--- src/rtl/exc_entry_pkg.sv ---
package exc_entry_pkg;

    localparam int DW     = 32;
    localparam int SRW    = 16;
    localparam int VECW   = 8;
    localparam int SR_T   = 15;
    localparam int SR_S   = 13;
    localparam int SR_M   = 12;
    localparam int MASK_LO = 8;
    localparam int MASK_HI = 10;
    localparam int VBR_KEEP = 12;

    typedef enum logic [2:0] {
        EXC_ACCESS  = 3'd0,
        EXC_ADDRESS = 3'd1,
        EXC_ILLEGAL = 3'd2,
        EXC_ZERODIV = 3'd3,
        EXC_PRIV    = 3'd4,
        EXC_TRACE   = 3'd5,
        EXC_TRAP    = 3'd6,
        EXC_IRQ     = 3'd7
    } exc_kind_e;

    typedef enum logic [2:0] {
        ST_IDLE,
        ST_IACK,
        ST_PUSH_PC,
        ST_PUSH_FRAME,
        ST_VREAD,
        ST_DONE
    } seq_state_e;

    typedef struct packed {
        logic [SRW-1:0]      sr_copy;
        logic [SRW-1:0]      sr_new;
        logic [DW-1:0]       sp_align;
        logic [1:0]          skew;
        logic [DW-1:0]       pc_saved;
        logic [VECW-1:0]     vector;
        logic [2:0]          level;
        logic [VBR_KEEP-1:0] vbr_hi;
    } exc_ctx_t;

    function automatic logic [VECW-1:0] kind_vector(exc_kind_e k, logic [3:0] trap,
                                                    logic [VECW-1:0] trap_base);
        logic [VECW-1:0] v;
        case (k)
            EXC_ACCESS:  v = 8'd2;
            EXC_ADDRESS: v = 8'd3;
            EXC_ILLEGAL: v = 8'd4;
            EXC_ZERODIV: v = 8'd5;
            EXC_PRIV:    v = 8'd8;
            EXC_TRACE:   v = 8'd9;
            EXC_TRAP:    v = trap_base + {4'd0, trap};
            default:     v = 8'd0;
        endcase
        return v;
    endfunction

    function automatic logic kind_saves_fault(exc_kind_e k);
        return (k == EXC_ACCESS) || (k == EXC_ADDRESS) || (k == EXC_ILLEGAL) ||
               (k == EXC_ZERODIV) || (k == EXC_PRIV);
    endfunction

    function automatic logic [SRW-1:0] sr_on_entry(logic [SRW-1:0] sr, logic irq,
                                                   logic [2:0] lvl);
        logic [SRW-1:0] r;
        r = sr;
        r[SR_T] = 1'b0;
        r[SR_S] = 1'b1;
        if (irq) begin
            r[SR_M] = 1'b0;
            r[MASK_HI:MASK_LO] = lvl;
        end
        return r;
    endfunction

    function automatic logic [DW-1:0] frame_word(logic [1:0] skew, logic [VECW-1:0] vec,
                                                 logic [SRW-1:0] sr);
        return {2'b01, skew, 2'b00, vec, 2'b00, sr};
    endfunction

    function automatic logic [DW-1:0] table_addr(logic [VBR_KEEP-1:0] vbr_hi,
                                                 logic [VECW-1:0] vec);
        return {vbr_hi, 10'd0, vec, 2'b00};
    endfunction

endpackage

--- src/rtl/exc_ctx_capture.sv ---
module exc_ctx_capture
    import exc_entry_pkg::*;
#(
    parameter logic [VECW-1:0] TRAP_BASE    = 8'd32,
    parameter logic [VECW-1:0] SPURIOUS_VEC = 8'd24
) (
    input  logic            clk,
    input  logic            rst,
    input  logic            load,
    input  exc_kind_e       kind,
    input  logic [2:0]      level,
    input  logic [3:0]      trap,
    input  logic [SRW-1:0]  sr,
    input  logic [DW-1:0]   sp,
    input  logic [DW-1:0]   pc_fault,
    input  logic [DW-1:0]   pc_next,
    input  logic [DW-1:0]   vbr,
    input  logic            vec_load,
    input  logic            vec_spurious,
    input  logic [VECW-1:0] vec_data,
    output exc_ctx_t        ctx
);

    logic unused_vbr_low;
    assign unused_vbr_low = ^vbr[DW-VBR_KEEP-1:0];

    logic is_irq;
    assign is_irq = (kind == EXC_IRQ);

    always_ff @(posedge clk) begin
        if (rst) begin
            ctx <= '0;
        end else if (load) begin
            ctx.sr_copy  <= sr;
            ctx.sr_new   <= sr_on_entry(sr, is_irq, level);
            ctx.sp_align <= {sp[DW-1:2], 2'b00};
            ctx.skew     <= sp[1:0];
            ctx.pc_saved <= kind_saves_fault(kind) ? pc_fault : pc_next;
            ctx.vector   <= is_irq ? '0 : kind_vector(kind, trap, TRAP_BASE);
            ctx.level    <= level;
            ctx.vbr_hi   <= vbr[DW-1:DW-VBR_KEEP];
        end else if (vec_load) begin
            ctx.vector   <= vec_spurious ? SPURIOUS_VEC : vec_data;
        end
    end

    assert_ctx_hold_R12: assert property (@(posedge clk) disable iff (rst)
        (!load && !vec_load) |=> $stable(ctx));

    assert_sp_aligned_R7: assert property (@(posedge clk) disable iff (rst)
        $past(load) |-> (ctx.sp_align[1:0] == 2'b00));

endmodule

--- src/rtl/exc_seq_fsm.sv ---
module exc_seq_fsm
    import exc_entry_pkg::*;
(
    input  logic       clk,
    input  logic       rst,
    input  logic       start,
    input  logic       start_irq,
    input  logic       bus_ack,
    output seq_state_e state,
    output logic       accept,
    output logic       vec_load,
    output logic       done_load
);

    seq_state_e nxt;

    always_comb begin
        nxt = state;
        case (state)
            ST_IDLE:       if (start) nxt = start_irq ? ST_IACK : ST_PUSH_PC;
            ST_IACK:       if (bus_ack) nxt = ST_PUSH_PC;
            ST_PUSH_PC:    if (bus_ack) nxt = ST_PUSH_FRAME;
            ST_PUSH_FRAME: if (bus_ack) nxt = ST_VREAD;
            ST_VREAD:      if (bus_ack) nxt = ST_DONE;
            ST_DONE:       nxt = ST_IDLE;
            default:       nxt = ST_IDLE;
        endcase
    end

    always_ff @(posedge clk) begin
        if (rst) state <= ST_IDLE;
        else     state <= nxt;
    end

    assign accept    = (state == ST_IDLE) && start;
    assign vec_load  = (state == ST_IACK) && bus_ack;
    assign done_load = (state == ST_VREAD) && bus_ack;

    assert_done_follows_read_R10: assert property (@(posedge clk) disable iff (rst)
        (state == ST_DONE) |-> ($past(state) == ST_VREAD));

endmodule

--- src/rtl/exc_bus_drive.sv ---
module exc_bus_drive
    import exc_entry_pkg::*;
#(
    parameter logic [DW-6:0] IACK_PREFIX = '1
) (
    input  logic            clk,
    input  logic            rst,
    input  seq_state_e      state,
    input  exc_ctx_t        ctx,
    output logic            bus_req,
    output logic            bus_we,
    output logic            bus_iack,
    output logic [DW-1:0]   bus_addr,
    output logic [DW-1:0]   bus_wdata
);

    always_comb begin
        bus_req   = 1'b0;
        bus_we    = 1'b0;
        bus_iack  = 1'b0;
        bus_addr  = '0;
        bus_wdata = '0;
        case (state)
            ST_IACK: begin
                bus_req  = 1'b1;
                bus_iack = 1'b1;
                bus_addr = {IACK_PREFIX, ctx.level, 2'b00};
            end
            ST_PUSH_PC: begin
                bus_req   = 1'b1;
                bus_we    = 1'b1;
                bus_addr  = ctx.sp_align - DW'(4);
                bus_wdata = ctx.pc_saved;
            end
            ST_PUSH_FRAME: begin
                bus_req   = 1'b1;
                bus_we    = 1'b1;
                bus_addr  = ctx.sp_align - DW'(8);
                bus_wdata = frame_word(ctx.skew, ctx.vector, ctx.sr_copy);
            end
            ST_VREAD: begin
                bus_req  = 1'b1;
                bus_addr = table_addr(ctx.vbr_hi, ctx.vector);
            end
            default: ;
        endcase
    end

    assert_write_word_aligned_R7: assert property (@(posedge clk) disable iff (rst)
        (bus_req && bus_we) |-> (bus_addr[1:0] == 2'b00));

    assert_iack_is_read_R5: assert property (@(posedge clk) disable iff (rst)
        bus_iack |-> (bus_req && !bus_we));

endmodule

--- src/rtl/exc_entry_seq.sv ---
module exc_entry_seq
    import exc_entry_pkg::*;
#(
    parameter logic [7:0]  TRAP_BASE    = 8'd32,
    parameter logic [7:0]  SPURIOUS_VEC = 8'd24,
    parameter logic [26:0] IACK_PREFIX  = '1
) (
    input  logic        clk,
    input  logic        rst,
    input  logic        req_valid,
    input  logic [2:0]  req_kind,
    input  logic [2:0]  req_level,
    input  logic [3:0]  req_trap,
    input  logic [15:0] sr_in,
    input  logic [31:0] sp_in,
    input  logic [31:0] pc_fault,
    input  logic [31:0] pc_next,
    input  logic [31:0] vbr_in,
    output logic        busy,
    output logic        bus_req,
    output logic        bus_we,
    output logic        bus_iack,
    output logic [31:0] bus_addr,
    output logic [31:0] bus_wdata,
    input  logic        bus_ack,
    input  logic [31:0] bus_rdata,
    input  logic        bus_spurious,
    output logic        fetch_valid,
    output logic [31:0] fetch_addr,
    output logic [15:0] sr_out,
    output logic [31:0] sp_out
);

    exc_kind_e  kind;
    seq_state_e state;
    exc_ctx_t   ctx;
    logic       accept, vec_load, done_load;

    assign kind = exc_kind_e'(req_kind);

    exc_seq_fsm u_fsm (
        .clk       (clk),
        .rst       (rst),
        .start     (req_valid),
        .start_irq (kind == EXC_IRQ),
        .bus_ack   (bus_ack),
        .state     (state),
        .accept    (accept),
        .vec_load  (vec_load),
        .done_load (done_load)
    );

    exc_ctx_capture #(
        .TRAP_BASE    (TRAP_BASE),
        .SPURIOUS_VEC (SPURIOUS_VEC)
    ) u_ctx (
        .clk          (clk),
        .rst          (rst),
        .load         (accept),
        .kind         (kind),
        .level        (req_level),
        .trap         (req_trap),
        .sr           (sr_in),
        .sp           (sp_in),
        .pc_fault     (pc_fault),
        .pc_next      (pc_next),
        .vbr          (vbr_in),
        .vec_load     (vec_load),
        .vec_spurious (bus_spurious),
        .vec_data     (bus_rdata[VECW-1:0]),
        .ctx          (ctx)
    );

    exc_bus_drive #(
        .IACK_PREFIX (IACK_PREFIX)
    ) u_bus (
        .clk       (clk),
        .rst       (rst),
        .state     (state),
        .ctx       (ctx),
        .bus_req   (bus_req),
        .bus_we    (bus_we),
        .bus_iack  (bus_iack),
        .bus_addr  (bus_addr),
        .bus_wdata (bus_wdata)
    );

    always_ff @(posedge clk) begin
        if (rst) begin
            fetch_addr <= '0;
            sr_out     <= '0;
            sp_out     <= '0;
        end else if (done_load) begin
            fetch_addr <= bus_rdata;
            sr_out     <= ctx.sr_new;
            sp_out     <= ctx.sp_align - DW'(8);
        end
    end

    assign fetch_valid = (state == ST_DONE);
    assign busy        = (state != ST_IDLE);

    assert_req_held_R11: assert property (@(posedge clk) disable iff (rst)
        (bus_req && !bus_ack) |=> (bus_req && $stable(bus_addr) &&
                                   $stable(bus_wdata) && $stable(bus_we)));

    assert_fetch_single_R10: assert property (@(posedge clk) disable iff (rst)
        fetch_valid |=> !fetch_valid);

    assert_sp_out_aligned_R10: assert property (@(posedge clk) disable iff (rst)
        fetch_valid |-> (sp_out[1:0] == 2'b00));

    assert_sr_supervisor_R2: assert property (@(posedge clk) disable iff (rst)
        fetch_valid |-> (sr_out[SR_S] && !sr_out[SR_T]));

    assert_no_bus_at_fetch_R10: assert property (@(posedge clk) disable iff (rst)
        fetch_valid |-> !bus_req);

endmodule

--- config.mk ---
export PLATFORM = sky130hd
export DESIGN_NAME = exc_entry_seq
export DESIGN_NICKNAME = d
export VERILOG_FILES = /design/src/rtl/exc_entry_pkg.sv /design/src/rtl/exc_ctx_capture.sv /design/src/rtl/exc_seq_fsm.sv /design/src/rtl/exc_bus_drive.sv /design/src/rtl/exc_entry_seq.sv
export SDC_FILE = /design/constraint.sdc
export NUM_CORES = 1
export LEC_CHECK = 0
export BUFFER_PORTS_ARGS = -buffer_cell sky130_fd_sc_hd__buf_2
export CAP_MARGIN = 20
export CORE_MARGIN = 8
export CORE_UTILIZATION = 50
export CTS_CLUSTER_SIZE = 10
export DETAILED_ROUTE_END_ITERATION = 7
export PLACE_DENSITY = 0.83
export RECOVER_POWER = 50
export SYNTH_ARGS = -nofsm -noshare
export SYNTH_HDL_FRONTEND = slang
export SYNTH_SLANG_ARGS = --single-unit
export TNS_END_PERCENT = 10
--- constraint.sdc ---
create_clock -name clk -period 3.4 [get_ports clk]
set_clock_uncertainty 0.05 [all_clocks]
set_input_delay 0.51 -clock clk [delete_from_list [all_inputs] [get_ports clk]]
set_output_delay 0.51 -clock clk [all_outputs]
set_load 0.01 [all_outputs]
==> metrics.txt, run 1 <==
outcome=completed; clk sinks=188; Tightest Pin Transition=1.119 ns; chip height=151.2 um; most frequent cells in the layout=nand2_1 (265), buf_2 (236), dfxtp_1 (186), a21oi_1 (132), nor2_1 (129); DR iter-0 viols=718; commonest non-fill, non-tap cell in the layout=nand2_1; Core Region=0.01796 mm2; Max Clk Rate=approximately 300 MHz; Setup violations, final=0; I/O pin cnt=340; hold slack=0.2501 ns; total negative setup slack=0 ns; fin cells=1694; Vias=roughly 9500; CTS Buffer Depth=2; area growth from synthesis to layout=24.90%; Worst EP arrival=about 2.8 ns; HP Class=input pin to register; Starting Density=50.88%; CTS Buf Count=17; Peak VDD IR=372.4 uV; filler cell count in the final layout=between 1500 and 2000; vias in the first global route=8795; count of cell types in the netlist=56; TritonCTS clock tree=built; die footprint=0.02286 mm2; Die Wd=151.2 um; Post-Place Cells=1657; post-detailed-placement half-perimeter wirelength=~23000 um; post-synthesis register bit count=between 150 and 200; Syn Std Cell Area=0.009140 mm2; slew margin rel.=25.41%; FP Rows=49; Synth Instances=around 1200; Primary FF master, synth=dfxtp_1; post-synthesis average cell area=7.655 um2; multi-input combinational cell area=0.004951 mm2; Placed Area=0.01086 mm2; Leak=around 4.6 nW; WP data required=between 2 and 3 ns; hold_buf cts=0; Startpoint Class=register; DRC=0; antenna violations before repair=0; cells along the critical path=inv_1, ha_1, nor3b_2, buf_4, nand3_1, or3_4, or3_1, a31oi_1, buf_2; top-area cell type share of the netlist area=41.18%; total grt overflow=0; ANT nets after route=0; crit path capture type=output pin; Util after Layout=about 64%; final instance area=0.01142 mm2; final hold vios=0; share of cells above drive strength 1=22.09%; RSZ-0062 raised after global routing=yes; power per cell area=576.4 mW/mm2; htree depth=4; largest net degree at the start of global routing=86; FFs w/ async S/R, synth=0%; nets=1642; crit-path max FO=7; top area cells in the synthesized netlist=dfxtp_1 (41%), nand2_1 (11%), mux2i_1 (7.4%), a21oi_1 (7.2%), a211oi_1 (5.6%); DRT Pass-1 Iters=6; final WL=31100 um; WL per Instance=around 18 um; largest area contributor in the netlist=dfxtp_1; register area=about 0.0038 mm2; Tcrit/Tclk final=98.93%; Slowest-stage cell, CP=or3_4; clock slew at reported path FFs=roughly 0.090 ns; Ys Warns=0; RD Place Congestion=approximately 0.94; CP peak stage delay=0.42 ns; Final Power=about 6.6 mW; Root Buffer=clkbuf_16; final worst setup slack=0.03645 ns; Setup WS pre-CTS=roughly 0.35 ns; Port Buffers=about 310; latest clock arrival within the worst-skew pair=0.43 ns; EDFF count, synth=0; first-pass GRT wire length=47100 um; gr usage total=26.06%; Crit Path Category=register to output pin; Vias/cell=about 5.6; final worst path period need=roughly 3.4 ns; max-slew violations=0; total of max-cap violations=0; post-synthesis sequential area ratio=41.18%
[area by class of cell]
| class | count | share of cell area (%) |
|---|---|---|
| Multi-Input combinational cell | 884 | 43.37 |
| Sequential cell | 188 | 32.99 |
| Timing Repair Buffer | 346 | 15.39 |
| Clock buffer | 17 | 3.726 |
| Tap cell | 229 | 2.510 |
| Clock inverter | 15 | 1.556 |
| Inverter | 12 | 0.3946 |
| Antenna cell | 3 | 0.06576 |
[synthesized netlist by cell type, drive strengths merged, types with 2 or more instances]
cell	instances
a211oi	68
o21ai	20
nor3b	9
o221ai	5
o311ai	2
nand3	12
dfxtp	188
a311oi	7
a22oi	3
o22ai	13
o211ai	2
o21a	4
ha	2
xnor2	30
a21oi	132
buf	14
inv	12
a22o	2
nor2b	3
clkbuf	100
nor2	129
nor4b	2
mux2i	68
nand2	267
nand2b	8
nor3	25
or4	3
and2	9
or3	6
nand4	5
a32oi	3
a31o	2
a31oi	5
xor2	7
nor4	15
[state kept, by name, summed over array words and instances, names as in the netlist]
| register | flops |
|---|---|
| sp_out | 30 |
| fetch_addr | 32 |
| u_ctx.ctx | 108 |
| u_fsm.state | 3 |
| sr_out | 15 |
[power by group]
group / total [mW] / switching (mW) / internal, mW
combinational: 2.04 / 1.23 / 0.817
clock: 1.99 / 0.998 / 0.991
sequential: 2.55 / 0.178 / 2.37
total: 6.58 / 2.40 / 4.18
[metal layers]
layer | wire [um] | global-route usage [%] | share of wire (%) | vias up
met2 | 14930 | 42.62 | 48 | 416
met1 | 12730 | 32.58 | 41 | 4375
li1 | - | - | - | 4611
met4 | 956 | 10.84 | 3.1 | 0
met5 | 0 | 0 | 0 | -
met3 | 2488 | 5.707 | 8.0 | 54
[path summary, 6_finish.rpt]
kind         cells after the start       endpoint  slack [ns]      startpoint
max reg2reg                      6  u_ctx.ctx[40]        0.28  u_fsm.state[0]
min reg2reg                      2     sr_out[12]        0.40  u_ctx.ctx[101]
min                              3  fetch_addr[8]        0.25    bus_rdata[8]
max                              9   bus_addr[19]        0.04   u_ctx.ctx[60]
[kinds of logic after synthesis]
logic type,synth area share [%]
and+or+nand+nor,23.44
AOI/OAI and AO/OA,18.56
DFF,41.18
buffers and inverters,5.517
muxes,7.447
xor gates and xnor gates,3.546
adders and majority gates,0.2737
other,0.04103
[timing repair]
item                       CTS  global route
pin swaps                    0             1
resized for setup            3             4
setup endpoints to repair    8            12
setup buffers                0             2
[worst max-delay path, delay by kind of cell, from the launching register on]
kind,cells,cell delay (ns)
buffers and inverters,3,0.45
DFF,1,0.38
AOI/OAI and AO/OA,1,0.21
adders and majority gates,1,0.23
and+or+nand+nor,4,1.11
(Power assumes the default switching activity.)
==> run 2, diff against run 1 <==
CORE_UTILIZATION = 40   (was 50)
PLACE_DENSITY = 0.69   (was 0.83)
==> metrics.txt, run 2 (same netlist as run 1, synthesis figures left out) <==
multi-input combinational cell area=0.004977 mm2 (+0.53%); Util after Layout=51.14% (-12 points); ANT nets after route=0 (unchanged); met1 usage in global routing=28.28% (-4.3 points); hold_buf cts=0 (unchanged); most frequent cells in the layout=nand2_1 (265), buf_2 (236), dfxtp_1 (185), a21oi_1 (132), nor2_1 (129); largest net degree at the start of global routing=89 (+3.5%); final instance area=0.01154 mm2 (+1.1%); Crit Path Category=register to output pin; area growth from synthesis to layout=26.30%; RSZ-0062 raised after global routing=yes; crit path capture type=output pin; Largest Register=u_ctx.ctx; total grt overflow=0 (unchanged); Setup violations, final=0 (unchanged); Peak VDD IR=309.7 uV (-17%); final worst path period need=3.296 ns (-0.06749 ns); Port Buffers=314 (unchanged); TritonCTS clock tree=built; Tcrit/Tclk final=96.94% (-2.0 points); I/O pin cnt=340 (unchanged); Startpoint Class=register; Top Registers=u_ctx.ctx x108, fetch_addr x32, sp_out x30; CTS Buf Count=17 (unchanged); vias in the first global route=8975 (+2.0%); total negative setup slack=0 ns (unchanged); Root Buffer=clkbuf_16; Tightest Pin Transition=1.285 ns (+0.1659 ns); commonest non-fill, non-tap cell in the layout=nand2_1; share of cells above drive strength 1=22.42% (+0.33 points); Worst EP arrival=2.74 ns (-0.06 ns); CTS Buffer Depth=2 (unchanged); first-pass GRT wire length=50740 um (+7.7%); crit-path max FO=7 (unchanged); Post-Place Cells=1715 (+3.5%); Core Region=0.02257 mm2 (+26%); FP Rows=55 (+12%); M3 GR Usage=7.289% (+1.6 points); nets=1643 (+0.061%); Largest register FFs=108 (unchanged); slew margin rel.=14.35% (-11 points); Placed Area=0.01097 mm2 (+1.0%); max-slew violations=0 (unchanged); outcome=completed; latest clock arrival within the worst-skew pair=0.44 ns (about the same); fin cells=1750 (+3.3%); WL per Instance=18.77 um (+2.2%); final WL=32850 um (+5.6%); final hold vios=0 (unchanged); Max Clk Rate=303.4 MHz (+2.0%); Leak=4.595 nW (+0.52%); chip height=167.2 um (+11%); post-detailed-placement half-perimeter wirelength=24380 um (+4.7%); htree depth=4 (unchanged); Vias/cell=5.314 (-4.8%); clk sinks=188 (unchanged); Die Wd=167.2 um (+11%); HP Class=input pin to register; DRC=0 (unchanged); gr busiest metal=met2; power per cell area=580.5 mW/mm2 (+0.71%); antenna violations before repair=5 (+5); gr usage total=22.71% (-3.3 points); die footprint=0.02794 mm2 (+22%); register area=0.003767 mm2 (about the same); filler cell count in the final layout=2267 (+38%); Vias=9300 (-1.6%); grt met2 use=36.57% (-6.1 points); clock slew at reported path FFs=0.09 ns (about the same); RD Place Congestion=0.8940 (-4.6%); WP data required=2.84 ns (about the same); total of max-cap violations=0 (unchanged); DR iter-0 viols=695 (-3.2%); Starting Density=40.49% (-10 points); DRT Pass-1 Iters=5 (-1)
[run 2: changes by cell type in the layout (fill, tap and decap cells not counted), moves of 2 or more]
cell / change
inv_12: +2
inv_6: +3
nor3b_2: -2
clkinv_4: -3
nand3_2: +2
nand3_1: -2
[run 2: worst max-delay path, stage by stage, from the launching register on]
cell and delay, ns:
dfxtp_1 0.38, or4_4 0.58, or3_1 0.34, or3_4 0.35
or3_1 0.32, a31oi_2 0.17, buf_2 0.15
[run 2: report_power, final]
| group | switching [mW] | total, mW | internal, mW |
|---|---|---|---|
| registers | 0.167 | 2.54 | 2.37 |
| logic | 1.27 | 2.10 | 0.827 |
| clock network | 1.06 | 2.07 | 1.01 |
| total | 2.49 | 6.70 | 4.21 |
[run 2: metal layers]
metal	vias up	wire length, um
li1	4608	-
met1	4262	14080
met2	369	15280
met3	55	2634
met4	6	818
met5	-	37
[run 2: layout make-up]
cell class | count | area share, %
diodes | 2 | 0.04336
well taps | 285 | 3.089
multi-input cells | 884 | 43.12
repair buffers | 347 | 15.36
flip-flops and latches | 188 | 32.64
clock inverters | 15 | 1.680
inverters | 12 | 0.3902
clock buffers | 17 | 3.685
[run 2: path summary, 6_finish.rpt]
| kind | startpoint | to | slack, ns | cells past startpoint |
|---|---|---|---|---|
| worst max-delay path | u_ctx.ctx[70] | bus_addr[19] | 0.10 | 6 |
| worst min-delay path | sr_in[4] | u_ctx.ctx[109] | 0.24 | 3 |
| worst max register to register | u_fsm.state[1] | sp_out[26] | 0.57 | 5 |
| worst min register to register | fetch_addr[10] | fetch_addr[10] | 0.40 | 2 |
[run 2: what timing repair did]
| item | CTS | global route |
|---|---|---|
| pin swaps | 0 | 2 |
| setup buffers | 0 | 1 |
| gates resized for setup | 1 | 13 |
| endpoints found under the setup margin | 2 | 15 |
[run 2: metrics by stage]
stage          hold slack, ns  power [mW]  worst slack (ns)
6_report               0.2398       6.701            0.1039
5_1_grt                0.2318       7.061          -0.06404
4_1_cts                0.2189       6.700          -0.02354
3_5_place_dp           0.3934       4.628            0.4310
3_3_place_gp           0.3887       4.602            0.4114
2_1_floorplan          0.3821       3.864            0.5547
==> run 3, diff against run 2 <==
SETUP_SLACK_MARGIN = 0.5   (was unset)
==> metrics.txt, run 3 (same netlist as run 1, synthesis figures left out) <==
outcome=completed; Placed Area=0.01097 mm2 (unchanged); slew margin rel.=14.84% (+0.49 points); RD Place Congestion=0.8940 (unchanged); Setup violations, final=0 (unchanged); final WL=33310 um (+1.4%); gr usage total=22.83% (+0.12 points); crit-path max FO=3 (-4); HP Class=input pin to register; htree depth=4 (unchanged); nets=1657 (+0.85%); clock slew at reported path FFs=0.09 ns (about the same); Port Buffers=314 (unchanged); Core Region=0.02257 mm2 (unchanged); max-slew violations=0 (unchanged); Setup WS pre-CTS=0.4310 ns (unchanged); Leak=4.689 nW (+2.0%); vias in the first global route=9031 (+0.62%); most frequent cells in the layout=nand2_1 (267), buf_2 (234), dfxtp_1 (180), a21oi_1 (132), nor2_1 (129); crit path capture type=output pin; Vias/cell=5.320 (+0.11%); critical path startpoint=u_ctx.ctx[70]; Tcrit/Tclk final=94.12% (-2.8 points); total negative setup slack=0 ns (unchanged); DR iter-0 viols=704 (+1.3%); most used cell, CP=or3_4; total of max-cap violations=0 (unchanged); Worst EP arrival=2.64 ns (-0.10 ns); clk sinks=188 (unchanged); area growth from synthesis to layout=28.93%; TritonCTS clock tree=built; antenna violations before repair=5 (unchanged); die footprint=0.02794 mm2 (unchanged); final instance area=0.01178 mm2 (+2.1%); CP top delay family=simple AND/OR/NAND/NOR gates; Startpoint Class=register; final worst setup slack=0.2000 ns (+0.09605 ns); Top Registers=u_ctx.ctx x108, fetch_addr x32, sp_out x30; power per cell area=579.9 mW/mm2 (about the same); Largest register FFs=108 (unchanged); hold slack=0.2398 ns (+0.00002600 ns); post-detailed-placement half-perimeter wirelength=24380 um (unchanged); total grt overflow=0 (unchanged); final hold vios=0 (unchanged); commonest non-fill, non-tap cell in the layout=nand2_1; chip height=167.2 um (unchanged); Starting Density=40.49% (unchanged); ANT nets after route=0 (unchanged); WL per Instance=18.88 um (+0.59%); Final Power=6.834 mW (+2.0%); Slowest-stage cell, CP=or4_4; Max Clk Rate=312.5 MHz (+3.0%); first-pass GRT wire length=51020 um (+0.54%); Die Wd=167.2 um (unchanged); FP Rows=55 (unchanged); CTS Buffer Depth=2 (unchanged); Root Buffer=clkbuf_16; DRT Pass-1 Iters=5 (unchanged); Vias=9385 (+0.91%); hold_buf cts=0 (unchanged); HP Start=sr_in[4]; Crit Path Category=register to output pin; CP peak stage delay=0.53 ns (-0.05 ns); DRC=0 (unchanged); RSZ-0062 raised after global routing=yes; WP data required=2.84 ns (about the same); latest clock arrival within the worst-skew pair=0.44 ns (about the same); Largest Register=u_ctx.ctx; Peak VDD IR=310.4 uV (+0.23%); Bufs and invs on worst path=1 (unchanged); filler cell count in the final layout=2234 (-1.5%); CTS Buf Count=17 (unchanged); Tightest Pin Transition=1.277 ns (-0.007294 ns); final worst path period need=3.200 ns (-0.09605 ns); largest net degree at the start of global routing=89 (unchanged); cells along the critical path=or4_4, or3_4, or3_4, or3_4, a31oi_4, buf_6; I/O pin cnt=340 (unchanged); share of cells above drive strength 1=24.37% (+2.0 points); origin of the critical flop-to-flop path=u_fsm.state[1]
-- run 3: changes by cell type in the layout (fill, tap and decap cells not counted), sizes merged --
cell	change
buf	+9
clkbuf	+5
-- run 3: through the flow --
stage	std cells	util (%)
after CTS	1756	52.07
after global placement	1715	48.59
after detailed placement	1715	48.59
final	1764	52.21
after global routing	1764	52.21
after floorplan	1198	-
-- run 3: final cells by class --
type	instances	area, um2	area share, %
repair buffers	361	1858	15.77
diodes	2	5.005	0.04247
inverters	12	45.04	0.3822
multi-input cells	884	5111	43.37
well taps	285	356.6	3.026
clock inverters	15	193.9	1.646
flip-flops and latches	188	3789	32.15
clock buffers	17	425.4	3.610
-- run 3: what timing repair did --
action                     in CTS  in global routing
setup endpoints to repair      25                 29
gates resized for setup        24                 30
pin swaps                       7                  9
buffers inserted                9                  6
-- run 3: where the power goes --
part / internal [mW] / leakage [nW] / switching, mW / total (mW)
Clock: 1.01 / 0.298 / 1.05 / 2.06
Sequential: 2.37 / 1.54 / 0.167 / 2.54
Combinational: 0.900 / 2.85 / 1.33 / 2.23
-- run 3: metal layers --
layer | vias up | GRT usage [%] | wire (um)
met5 | - | 0 | 37
met4 | 6 | 7.415 | 726
met3 | 49 | 7.289 | 2782
met2 | 384 | 37.09 | 15660
met1 | 4303 | 28.32 | 14100
li1 | 4643 | - | -
-- run 3: tightest hold or removal path, delay by kind of cell --
kind	cells	cell delay, ns
AO/OA/AOI/OAI	1	0.05
buffers and inverters	1	0.09
AND/OR/NAND/NOR	1	0.04
-- run 3: path summary, 6_finish.rpt --
path | endpoint | slack, ns | cells past startpoint
worst max-delay path | bus_addr[19] | 0.20 | 6
worst min-delay path | u_ctx.ctx[109] | 0.24 | 3
worst max register to register | u_ctx.ctx[17] | 0.31 | 6
worst min register to register | fetch_addr[10] | 0.40 | 2
